--- src/rtl/ltmr_pkg.sv ---
package ltmr_pkg;

  // Packed vector-table entry, MSB first; field positions are decoded by the
  // interrupt controller, so they are fixed.
  typedef struct packed {
    logic [13:0] rsvd_hi;   // 31:18
    logic        periodic;  // 17
    logic        mask;      // 16
    logic        level;     // 15
    logic        rirr;      // 14
    logic        polarity;  // 13
    logic        busy;      // 12
    logic        rsvd_11;   // 11
    logic [2:0]  mode;      // 10:8
    logic [7:0]  vector;    // 7:0
  } lvt_t;

  localparam logic [31:0] LVT_RESET = 32'h0001_0000;

  // Drop bits that are read-only or reserved in this block.
  function automatic lvt_t lvt_clean(input logic [31:0] w);
    lvt_t e;
    e         = lvt_t'(w);
    e.rsvd_hi = '0;
    e.rsvd_11 = 1'b0;
    e.busy    = 1'b0;
    e.rirr    = 1'b0;
    return e;
  endfunction

endpackage

--- src/rtl/ltmr_prescaler.sv ---
module ltmr_prescaler #(
  parameter int TICK_DIV = 4
) (
  input  logic clk,
  input  logic rst_n,
  input  logic restart,
  output logic tick
);

  generate
    if (TICK_DIV <= 1) begin : g_nodiv
      assign tick = 1'b1;
    end else begin : g_div
      localparam int DW = $clog2(TICK_DIV);
      localparam logic [DW-1:0] LAST = DW'(TICK_DIV - 1);
      logic [DW-1:0] phase;

      always_ff @(posedge clk or negedge rst_n) begin
        if (!rst_n)             phase <= '0;
        else if (restart)       phase <= '0;
        else if (phase == LAST) phase <= '0;
        else                    phase <= phase + 1'b1;
      end

      assign tick = (phase == LAST);


      tick_space_chk: assert property (@(posedge clk) disable iff (!rst_n)
        tick |=> !tick);
    end
  endgenerate

endmodule

--- src/rtl/ltmr_lvt_reg.sv ---
module ltmr_lvt_reg
  import ltmr_pkg::*;
(
  input  logic        clk,
  input  logic        rst_n,
  input  logic        wr_en,
  input  logic [31:0] wr_data,
  output lvt_t        entry,
  output logic [31:0] rd_data
);

  always_ff @(posedge clk or negedge rst_n) begin
    if (!rst_n)     entry <= lvt_t'(LVT_RESET);
    else if (wr_en) entry <= lvt_clean(wr_data);
  end

  assign rd_data = entry;


  status_idle_chk: assert property (@(posedge clk) disable iff (!rst_n)
    (rd_data[12] == 1'b0) && (rd_data[14] == 1'b0));


  lvt_wr_chk: assert property (@(posedge clk) disable iff (!rst_n)
    wr_en |=> rd_data[17:0] == ($past(wr_data[17:0]) & 18'h3_A7FF));

endmodule

--- src/rtl/ltmr_down_counter.sv ---
module ltmr_down_counter #(
  parameter int CNT_W = 32
) (
  input  logic             clk,
  input  logic             rst_n,
  input  logic             load,
  input  logic [CNT_W-1:0] load_val,
  input  logic             tick,
  input  logic             periodic,
  output logic [CNT_W-1:0] cur,
  output logic [CNT_W-1:0] init_q,
  output logic             expire
);

  localparam logic [CNT_W-1:0] ONE = CNT_W'(1);

  assign expire = tick && !load && (cur == ONE);

  always_ff @(posedge clk or negedge rst_n) begin
    if (!rst_n) begin
      cur    <= '0;
      init_q <= '0;
    end else if (load) begin
      init_q <= load_val;
      cur    <= load_val;
    end else if (tick && (cur != '0)) begin
      if (cur == ONE) cur <= periodic ? init_q : '0;
      else            cur <= cur - ONE;
    end
  end


  zero_hold_chk: assert property (@(posedge clk) disable iff (!rst_n)
    (cur == '0 && !load) |=> cur == '0);


  cnt_bound_chk: assert property (@(posedge clk) disable iff (!rst_n)
    cur <= init_q);


  reload_chk: assert property (@(posedge clk) disable iff (!rst_n)
    expire |=> cur == ($past(periodic) ? init_q : '0));

endmodule

--- src/rtl/ltmr_request.sv ---
module ltmr_request
  import ltmr_pkg::*;
(
  input  logic       clk,
  input  logic       rst_n,
  input  logic       expire,
  input  lvt_t       entry,
  output logic       irq_valid,
  output logic [7:0] irq_vector,
  output logic [2:0] irq_mode,
  output logic       irq_level
);

  always_ff @(posedge clk or negedge rst_n) begin
    if (!rst_n) begin
      irq_valid  <= 1'b0;
      irq_vector <= '0;
      irq_mode   <= '0;
      irq_level  <= 1'b0;
    end else begin
      irq_valid <= expire && !entry.mask;
      if (expire) begin
        irq_vector <= entry.vector;
        irq_mode   <= entry.mode;
        irq_level  <= entry.level;
      end
    end
  end


  mask_gate_chk: assert property (@(posedge clk) disable iff (!rst_n)
    irq_valid |-> !$past(entry.mask));


  field_src_chk: assert property (@(posedge clk) disable iff (!rst_n)
    irq_valid |-> irq_vector == $past(entry.vector) && irq_level == $past(entry.level));

endmodule

--- src/rtl/ltmr_top.sv ---
module ltmr_top
  import ltmr_pkg::*;
#(
  parameter int CNT_W    = 32,
  parameter int TICK_DIV = 4
) (
  input  logic             clk,
  input  logic             rst_n,
  input  logic             lvt_wr_en,
  input  logic [31:0]      lvt_wr_data,
  output logic [31:0]      lvt_rd_data,
  input  logic             icnt_wr_en,
  input  logic [CNT_W-1:0] icnt_wr_data,
  output logic [CNT_W-1:0] icnt_rd_data,
  output logic [CNT_W-1:0] ccnt_rd_data,
  output logic             irq_valid,
  output logic [7:0]       irq_vector,
  output logic [2:0]       irq_mode,
  output logic             irq_level
);

  lvt_t entry;
  logic tick;
  logic expire;

  ltmr_prescaler #(.TICK_DIV(TICK_DIV)) u_div (
    .clk     (clk),
    .rst_n   (rst_n),
    .restart (icnt_wr_en),
    .tick    (tick)
  );

  ltmr_lvt_reg u_lvt (
    .clk     (clk),
    .rst_n   (rst_n),
    .wr_en   (lvt_wr_en),
    .wr_data (lvt_wr_data),
    .entry   (entry),
    .rd_data (lvt_rd_data)
  );

  ltmr_down_counter #(.CNT_W(CNT_W)) u_cnt (
    .clk      (clk),
    .rst_n    (rst_n),
    .load     (icnt_wr_en),
    .load_val (icnt_wr_data),
    .tick     (tick),
    .periodic (entry.periodic),
    .cur      (ccnt_rd_data),
    .init_q   (icnt_rd_data),
    .expire   (expire)
  );

  ltmr_request u_req (
    .clk        (clk),
    .rst_n      (rst_n),
    .expire     (expire),
    .entry      (entry),
    .irq_valid  (irq_valid),
    .irq_vector (irq_vector),
    .irq_mode   (irq_mode),
    .irq_level  (irq_level)
  );


  expiry_src_chk: assert property (@(posedge clk) disable iff (!rst_n)
    irq_valid |-> $past(ccnt_rd_data) == CNT_W'(1));


  stop_quiet_chk: assert property (@(posedge clk) disable iff (!rst_n)
    (icnt_wr_en && icnt_wr_data == '0) |=> !irq_valid);

endmodule

--- config.mk ---
export PLATFORM = sky130hd
export DESIGN_NAME = ltmr_top
export DESIGN_NICKNAME = d
export VERILOG_FILES = /design/src/rtl/ltmr_pkg.sv /design/src/rtl/ltmr_prescaler.sv /design/src/rtl/ltmr_lvt_reg.sv /design/src/rtl/ltmr_down_counter.sv /design/src/rtl/ltmr_request.sv /design/src/rtl/ltmr_top.sv
export SDC_FILE = /design/constraint.sdc
export NUM_CORES = 1
export LEC_CHECK = 0
export BUFFER_PORTS_ARGS = -buffer_cell sky130_fd_sc_hd__buf_2
export CORE_ASPECT_RATIO = 1.1
export CORE_MARGIN = 2
export CORE_UTILIZATION = 45
export DETAILED_ROUTE_END_ITERATION = 7
export PLACE_DENSITY = 0.76
export SKIP_CTS_REPAIR_TIMING = 1
export SLEW_MARGIN = 10
export SYNTH_ARGS = -nofsm -noshare
export SYNTH_HDL_FRONTEND = slang
export SYNTH_SLANG_ARGS = --single-unit
--- constraint.sdc ---
create_clock -name clk -period 2.78 [get_ports clk]
set_input_delay 0.278 -clock clk [delete_from_list [all_inputs] [get_ports clk]]
set_output_delay 0.278 -clock clk [all_outputs]
set_load 0.05 [all_outputs]
==> results of run 1 <==
## sequential cells by signal (all words and copies together) (netlist names)
name,flops
u_req.irq_level,1
u_div.g_div.phase,2
u_lvt.entry,15
u_req.irq_mode,3
u_cnt.init_q,32
u_cnt.cur,32
u_req.irq_valid,1
u_req.irq_vector,8
## critical path, stage by stage, from the launching register on
cell	delay [ns]
dfrtp_2	0.40
or4_4	0.54
or4_4	0.44
or3_4	0.35
o21a_1	0.20
buf_4	0.15
and2_1	0.18
a221o_1	0.33
## layout by cell type (no fill, tap or decap), drive strengths merged, types with 5 or more instances in the layout
cell / n
o2bb2ai: 20
nor3: 20
o22ai: 20
buf: 185
nand3: 12
o21ai: 17
inv: 22
and2: 15
dfrtp: 93
a221oi: 10
nor2: 23
a21oi: 5
clkbuf: 14
o31ai: 8
nand2: 23
mux2: 38
and3: 5
nor4: 10
or4: 8
conb: 17
a21o: 11
## final cells by class
cell class | instances | area, µm² | share of cell area
Sequential cell | 94 | 2360 | 0.378
Multi-Input combinational cell | 322 | 2250 | 0.361
Timing Repair Buffer | 186 | 1070 | 0.172
Clock buffer | 14 | 254 | 0.0407
Tap cell | 143 | 179 | 0.0287
Inverter | 23 | 86.3 | 0.0138
Clock inverter | 2 | 35.0 | 0.00562
## logic make-up after synthesis
kind of cell,synth area share
AOI/OAI and AO/OA,0.194
adders and majority gates,0.00766
buffers and inverters,0.0761
DFF,0.480
muxes,0.0894
other,0.000765
and+or+nand+nor,0.152
## metrics by stage
step | TNS, ns | cell area [µm²] | total power [mW]
finish | 0 | 6240 | 4.06
global route | 0 | 6240 | 4.25
CTS | 0 | 6190 | 4.08
detailed placement | 0 | 5900 | 2.86
global placement | 0 | 5900 | 2.84
floorplan | -0.973 | 4970 | 2.51
## power by group
part	switching, mW	internal [mW]
sequential	0.124	1.51
combinational	0.873	0.342
clock	0.496	0.722
total	1.49	2.57
## metal layers
metal  part of all wire  GRT usage  up-vias  routed length, µm
met5                  0          0        -                  0
met4              0.024     0.0974        0                331
met3               0.10     0.0674       39               1400
met2               0.45      0.364      239               6340
met1               0.42      0.333     2181               5890
li1                   -          -     2065                  -
## worst max-delay path by stage
stage	endpoint	slack, ns
global route	u_cnt.cur[3]$_DFFE_PN0P_	0.01
global placement	u_cnt.cur[25]$_DFFE_PN0P_	0.06
floorplan	u_cnt.cur[2]$_DFFE_PN0P_	-0.09
finish	u_cnt.cur[3]$_DFFE_PN0P_	0.07
detailed placement	u_cnt.cur[4]$_DFFE_PN0P_	0.04
CTS	u_cnt.cur[4]$_DFFE_PN0P_	0.01
==> reports/results.txt, run 1 <==
Status = finished clean
Largest cells by area after synthesis = dfrtp_1 (47%), mux2_2 (7.6%), o2bb2ai_1 (3.6%), buf_4 (2.8%), o22ai_1 (2.4%)
Rows = 39
Post-layout util = 0.594
Leak Pwr = 2.98 nW
Min-Delay Endpoint = u_cnt.init_q[12]$_DFFE_PN0P_
Gpl congestion = 0.912
Largest net degree at the start of global routing = 68
Hold Fails Final Rpt = 0
RSZ-0062 raised after global routing = false
CTS H-tree depth = 3
Root Driver = clkbuf_16
Worst R2R End = u_cnt.cur[3]$_DFFE_PN0P_
Synth Register Bits = 94
Chip width = 103 µm
Ys flop type = dfrtp_1
CTS clock-pin slew for the worst setup and hold paths = 0.06 ns
Final Net Count = 707
Detail Placement HPWL = 9.99 mm
First-pass GRT wire length = 22.4 mm
Core Footprint = 0.0105 mm²
Final hold slack = 0.166 ns
Critical path fanouts, max = 4
Period minus WS final = 2.71 ns
Per-cell routed wire length = 17.8 µm
IO buf count = 142
WHS Path Cells = 3
R2R Setup Slk = 0.07 ns
Worst setup SP type = flip-flop
Post-Route WL = 14.0 mm
Initial antenna violation count = 0
I/O Pins = 177
Cts bufs inserted = 9
Post-route DRC = 0
FF-to-FF Start = u_cnt.cur[11]$_DFFE_PN0P_
Worst Reg-to-Reg Cells = 7
Placed Cells = 765
CP Capture Type = flip-flop
Die Y = 113 µm
Non-Filler Instances = 784
Post-Synthesis Cells = 473
Antenna Cells = 0
Synthesized area = 0.00490 mm²
PwrDens = 652 mW/mm²
Area grow syn2layout = 27.3%
Worst setup margin = 0.0686 ns
Max cap viols = 0
ANT nets after route = 0
Worst min path class = in -> reg
Layout cell share with drive strength beyond 1 = 0.384
Syn Area/Cell = 10.4 µm²
Max clock buf depth = 2
Relative slew slack = 0.553
Fillers = 911
Final worst-path cycle share = 0.975
Critical Path AT = 2.93 ns
Commonest cells post-synth = dfrtp_1 (93), mux2_2 (33), nand2_1 (23), nor2_1 (23), inv_1 (22)
Die area = 0.0117 mm²
Vias per cell = 5.77
Post-synth EDFFs = 0
Number of global-route vias before repair = 4513
GRT overflow = 0
CTS tree = built
Fmax achieved = 369 MHz
Worst Hold Launch = icnt_wr_data[12]
Clk_skew = 0.00799 ns
Pre-CTS setup slack = 0.0423 ns
Synth cell types = 57
WP data required = 3.00 ns
1st-pass router iterations = 5
Vias = 4524
Critical path launch point = u_cnt.cur[11]$_DFFE_PN0P_
Register area share after synthesis = 0.480
Post-synth ARST share = 1.00
Worst-skew pair later-pin latency = 0.34 ns
Ys Warns = 0
Initial drt markers = 370
Worst vdd ir = 0.350 mV
Total track usage = 0.243
Most common cell in the netlist = dfrtp_1
# clock sinks = 94
Final setup viols = 0
Synth top area share = 0.475
Post-synth top area cell = dfrtp_1
Fin. max-slew vios = 0
Initial Util = 0.467
Slew @ Worst Pin = 0.668 ns
Critical path type = reg -> reg
Power figures use the tool's default switching activity.
==> run 2, diff against run 1 <==
Settings changed: CORE_UTILIZATION 45 to 46, PLACE_DENSITY 0.76 to 0.77, SYNTH_HIERARCHICAL set to 1.
==> reports/results.txt, run 2 <==
Synthesized area = 0.00512 mm²
Worst min path class = in -> async
WP data required = 3.03 ns
Syn Area/Cell = 10.1 µm²
FF-to-FF Start = u_cnt/cur[13]$_DFFE_PN0P_
Placed Cells = 788
Layout cell share with drive strength beyond 1 = 0.375
Area grow syn2layout = 23.2%
Relative slew slack = 0.470
Ys Warns = 6
Fmax achieved = 373 MHz
Final worst-path cycle share = 0.964
Gpl congestion = 0.949
Non-Filler Instances = 805
First-pass GRT wire length = 22.5 mm
Root Driver = clkbuf_16
Largest net degree at the start of global routing = 62
Leak Pwr = 3.03 nW
Leading cell type in the layout, fill and taps excluded = buf_2
CTS clock-pin slew for the worst setup and hold paths = 0.07 ns
Final setup viols = 0
Post-layout util = 0.578
Multi-input gate area = 0.00238 mm²
Worst-skew pair later-pin latency = 0.35 ns
Rows = 40
Critical Path AT = 2.93 ns
Critical path fanouts, max = 21
Slew @ Worst Pin = 0.795 ns
Power, Total = 4.20 mW
Per-cell routed wire length = 17.5 µm
Max clock buf depth = 2
Number of global-route vias before repair = 4540
Critical path launch point = u_cnt/cur[13]$_DFFE_PN0P_
GRT overflow = 0
Clk_skew = 0.00590 ns
Cts bufs inserted = 9
Core Footprint = 0.0109 mm²
Initial antenna violation count = 0
PwrDens = 665 mW/mm²
Die Y = 115 µm
Post-Synthesis Cells = 508
Chip width = 105 µm
RSZ-0062 raised after global routing = true
Fillers = 1000
Register area = 0.00236 mm²
CTS tree = built
Fin. max-slew vios = 0
Most frequent cells in the layout = buf_2 (141), dfrtp_1 (89), nand2_1 (39), nor2_1 (39), o21ai_0 (38)
Detail Placement HPWL = 10.2 mm
Worst vdd ir = 0.346 mV
CTS H-tree depth = 3
1st-pass router iterations = 5
Largest regs = u_cnt/cur (32), u_cnt/init_q (32), u_lvt/entry (15)
Die area = 0.0120 mm²
I/O Pins = 177
Status = finished clean
Period minus WS final = 2.68 ns
Initial Util = 0.469
Worst setup SP type = flip-flop
IO buf count = 142
Setup TNS = 0 ns
Vias = 4602
ANT nets after route = 0
Vias per cell = 5.72
Critical path type = reg -> reg
Hold Fails Final Rpt = 0
Initial drt markers = 370
Max cap viols = 0
Post-Route WL = 14.1 mm
Final Net Count = 725
Total track usage = 0.234
# clock sinks = 94
Post-route DRC = 0
Antenna Cells = 0
CP Capture Type = flip-flop
run 2: final cells by class:
| cell class | count | share of cell area |
|---|---|---|
| sequential | 94 | 0.374 |
| clock buffer | 10 | 0.0379 |
| tap | 147 | 0.0291 |
| inverter | 18 | 0.0107 |
| clock inverter | 6 | 0.0109 |
| multi-input combinational | 353 | 0.377 |
| timing repair buffer | 177 | 0.161 |
run 2: path summary, 6_finish.rpt:
check	to	cells after the start	slack [ns]
min in group clk	u_cnt/init_q[28]$_DFFE_PN0P_	3	0.15
worst min-delay path	u_cnt/cur[17]$_DFFE_PN0P_	1	0.02
max in group asynchronous	u_cnt/cur[1]$_DFFE_PN0P_	2	2.12
worst max-delay path	u_cnt/cur[2]$_DFFE_PN0P_	7	0.10
worst max register to register	u_cnt/cur[2]$_DFFE_PN0P_	7	0.10
worst min register to register	u_div/g_div.phase[0]$_DFF_PN0_	1	0.44
run 2: per-layer routing:
| layer | GRT usage | routed length (µm) |
|---|---|---|
| met5 | 0 | 0 |
| met4 | 0.0960 | 346 |
| met3 | 0.0569 | 1200 |
| met2 | 0.393 | 6850 |
| met1 | 0.292 | 5690 |
run 2: report_power, final:
part / total (mW) / switching, mW / internal (mW)
sequential: 1.65 / 0.145 / 1.51
clock: 1.29 / 0.560 / 0.728
combinational: 1.26 / 0.908 / 0.352
run 2: critical path: stages (launching register included):
cell      delay [ns]
dfrtp_2         0.44
or4_4           0.53
or2_4           0.28
or4_4           0.62
o21ai_2         0.19
buf_12          0.17
o221ai_1        0.11
a22o_1          0.24
run 2: per-stage QoR:
stage | area (µm²) | hold WS, ns | setup slack (ns)
6_report | 6310 | 0.0153 | 0.101
4_1_cts | 6290 | 0.0500 | 0.0947
3_5_place_dp | 5990 | 0.419 | 0.0998
5_1_grt | 6310 | 0.0712 | 0.00295
3_3_place_gp | 5990 | 0.405 | 0.117
2_1_floorplan | 5200 | -0.0176 | 0.00315
==> run 3, diff against run 2 <==
Settings changed: CORE_ASPECT_RATIO 1.1 to 1.4, SLEW_MARGIN 10 to 20.
==> reports/results.txt, run 3 (synthesized netlist as in run 2, its figures left out) <==
Status = finished clean
Largest regs = u_cnt/cur (32), u_cnt/init_q (32), u_lvt/entry (15)
Antenna Cells = 0
Total track usage = 0.243
Slowest library cell on the worst path = or4_4
CTS tree = built
Initial Util = 0.471
ANT nets after route = 0
WP data required = 3.01 ns
Clk_skew = 0.00789 ns
Rows = 45
Core Footprint = 0.0109 mm²
PwrDens = 662 mW/mm²
Critical path fanouts, max = 17
Area grow syn2layout = 23.8%
# clock sinks = 94
Critical path's largest stage delay = 0.59 ns
Critical path type = reg -> reg
Final Net Count = 730
Period minus WS final = 2.66 ns
Max cap viols = 0
Relative slew slack = 0.528
Post-layout util = 0.584
Power, Total = 4.20 mW
Max clock buf depth = 2
CP Capture Type = flip-flop
Leading cell type in the layout, fill and taps excluded = buf_2
Critical Path AT = 2.89 ns
Layout cell share with drive strength beyond 1 = 0.376
Worst-skew pair later-pin latency = 0.34 ns
First-pass GRT wire length = 22.9 mm
Largest net degree at the start of global routing = 39
Setup TNS = 0 ns
Initial antenna violation count = 0
Leak Pwr = 3.05 nW
Worst min path class = in -> reg
Fmax achieved = 376 MHz
Detail Placement HPWL = 10.7 mm
Final hold slack = 0.159 ns
CTS H-tree depth = 3
Cell mode on critical path = or4_4
Post-route DRC = 0
Cts bufs inserted = 9
RSZ-0062 raised after global routing = false
Fin. max-slew vios = 0
Most frequent cells in the layout = buf_2 (141), dfrtp_1 (89), nand2_1 (39), nor2_1 (39), o21ai_0 (38)
Die Y = 129 µm
Per-cell routed wire length = 18.1 µm
Root Driver = clkbuf_16
Final setup viols = 0
Hold Fails Final Rpt = 0
Final worst-path cycle share = 0.958
Slew @ Worst Pin = 0.708 ns
GRT overflow = 0
IO buf count = 142
Chip width = 93.2 µm
CTS clock-pin slew for the worst setup and hold paths = 0.07 ns
Number of global-route vias before repair = 4464
Die area = 0.0120 mm²
Initial drt markers = 382
Gpl congestion = 0.920
Vias per cell = 5.68
Post-Route WL = 14.5 mm
Worst vdd ir = 0.349 mV
CP cell instances = or4_4 > or2_1 > or4_4 > o21ai_4 > buf_12 > o221ai_1 > a22o_1
1st-pass router iterations = 7
Vias = 4567
I/O Pins = 177
Worst setup SP type = flip-flop
## run 3: report_power, final
part | switching (mW) | internal [mW] | total (mW)
Sequential | 0.145 | 1.51 | 1.65
Clock | 0.546 | 0.729 | 1.27
Combinational | 0.919 | 0.357 | 1.28
Total | 1.61 | 2.59 | 4.20
## run 3: area by class of cell
class	count	area, µm²
well taps	141	176
inverters	18	67.6
clock inverters	6	68.8
repair buffers	182	1050
flip-flops and latches	94	2360
multi-input cells	353	2380
clock buffers	10	239
fillers	950	4520
## run 3: routing by layer
layer | GRT usage | part of all wire
met1 | 0.308 | 0.39
met2 | 0.416 | 0.52
met4 | 0.0891 | 0.021
met3 | 0.0433 | 0.065
met5 | 0 | 0
## run 3: final timing paths
| kind | start | end | slack, ns | cells past startpoint |
|---|---|---|---|---|
| max | u_cnt/cur[14]$_DFFE_PN0P_ | u_cnt/cur[2]$_DFFE_PN0P_ | 0.12 | 7 |
| min | icnt_wr_data[23] | u_cnt/init_q[23]$_DFFE_PN0P_ | 0.16 | 2 |
| max reg2reg | u_cnt/cur[14]$_DFFE_PN0P_ | u_cnt/cur[2]$_DFFE_PN0P_ | 0.12 | 7 |
| min reg2reg | u_div/g_div.phase[0]$_DFF_PN0_ | u_div/g_div.phase[0]$_DFF_PN0_ | 0.42 | 1 |
| max in group asynchronous | rst_n | u_lvt/entry[16]$_DFFE_PN1P_ | 1.48 | 3 |
| min in group asynchronous | rst_n | u_cnt/init_q[31]$_DFFE_PN0P_ | 0.45 | 2 |
## run 3: worst max-delay path, delay by kind of cell, from the launching register on
kind                   cells  cell delay, ns
AND/OR/NAND/NOR            3            1.42
AO/OA/AOI/OAI              3            0.54
flip-flops                 1            0.42
buffers and inverters      1            0.16
## run 3: stage by stage
stage               setup slack [ns]  instances  cell area (µm²)
global route                  0.0205        804             6340
detailed placement             0.101        787             6020
global placement              0.0743        787             6020
floorplan                    0.00315        524             5200
CTS                           0.0653        803             6320
finish                         0.117        804             6340
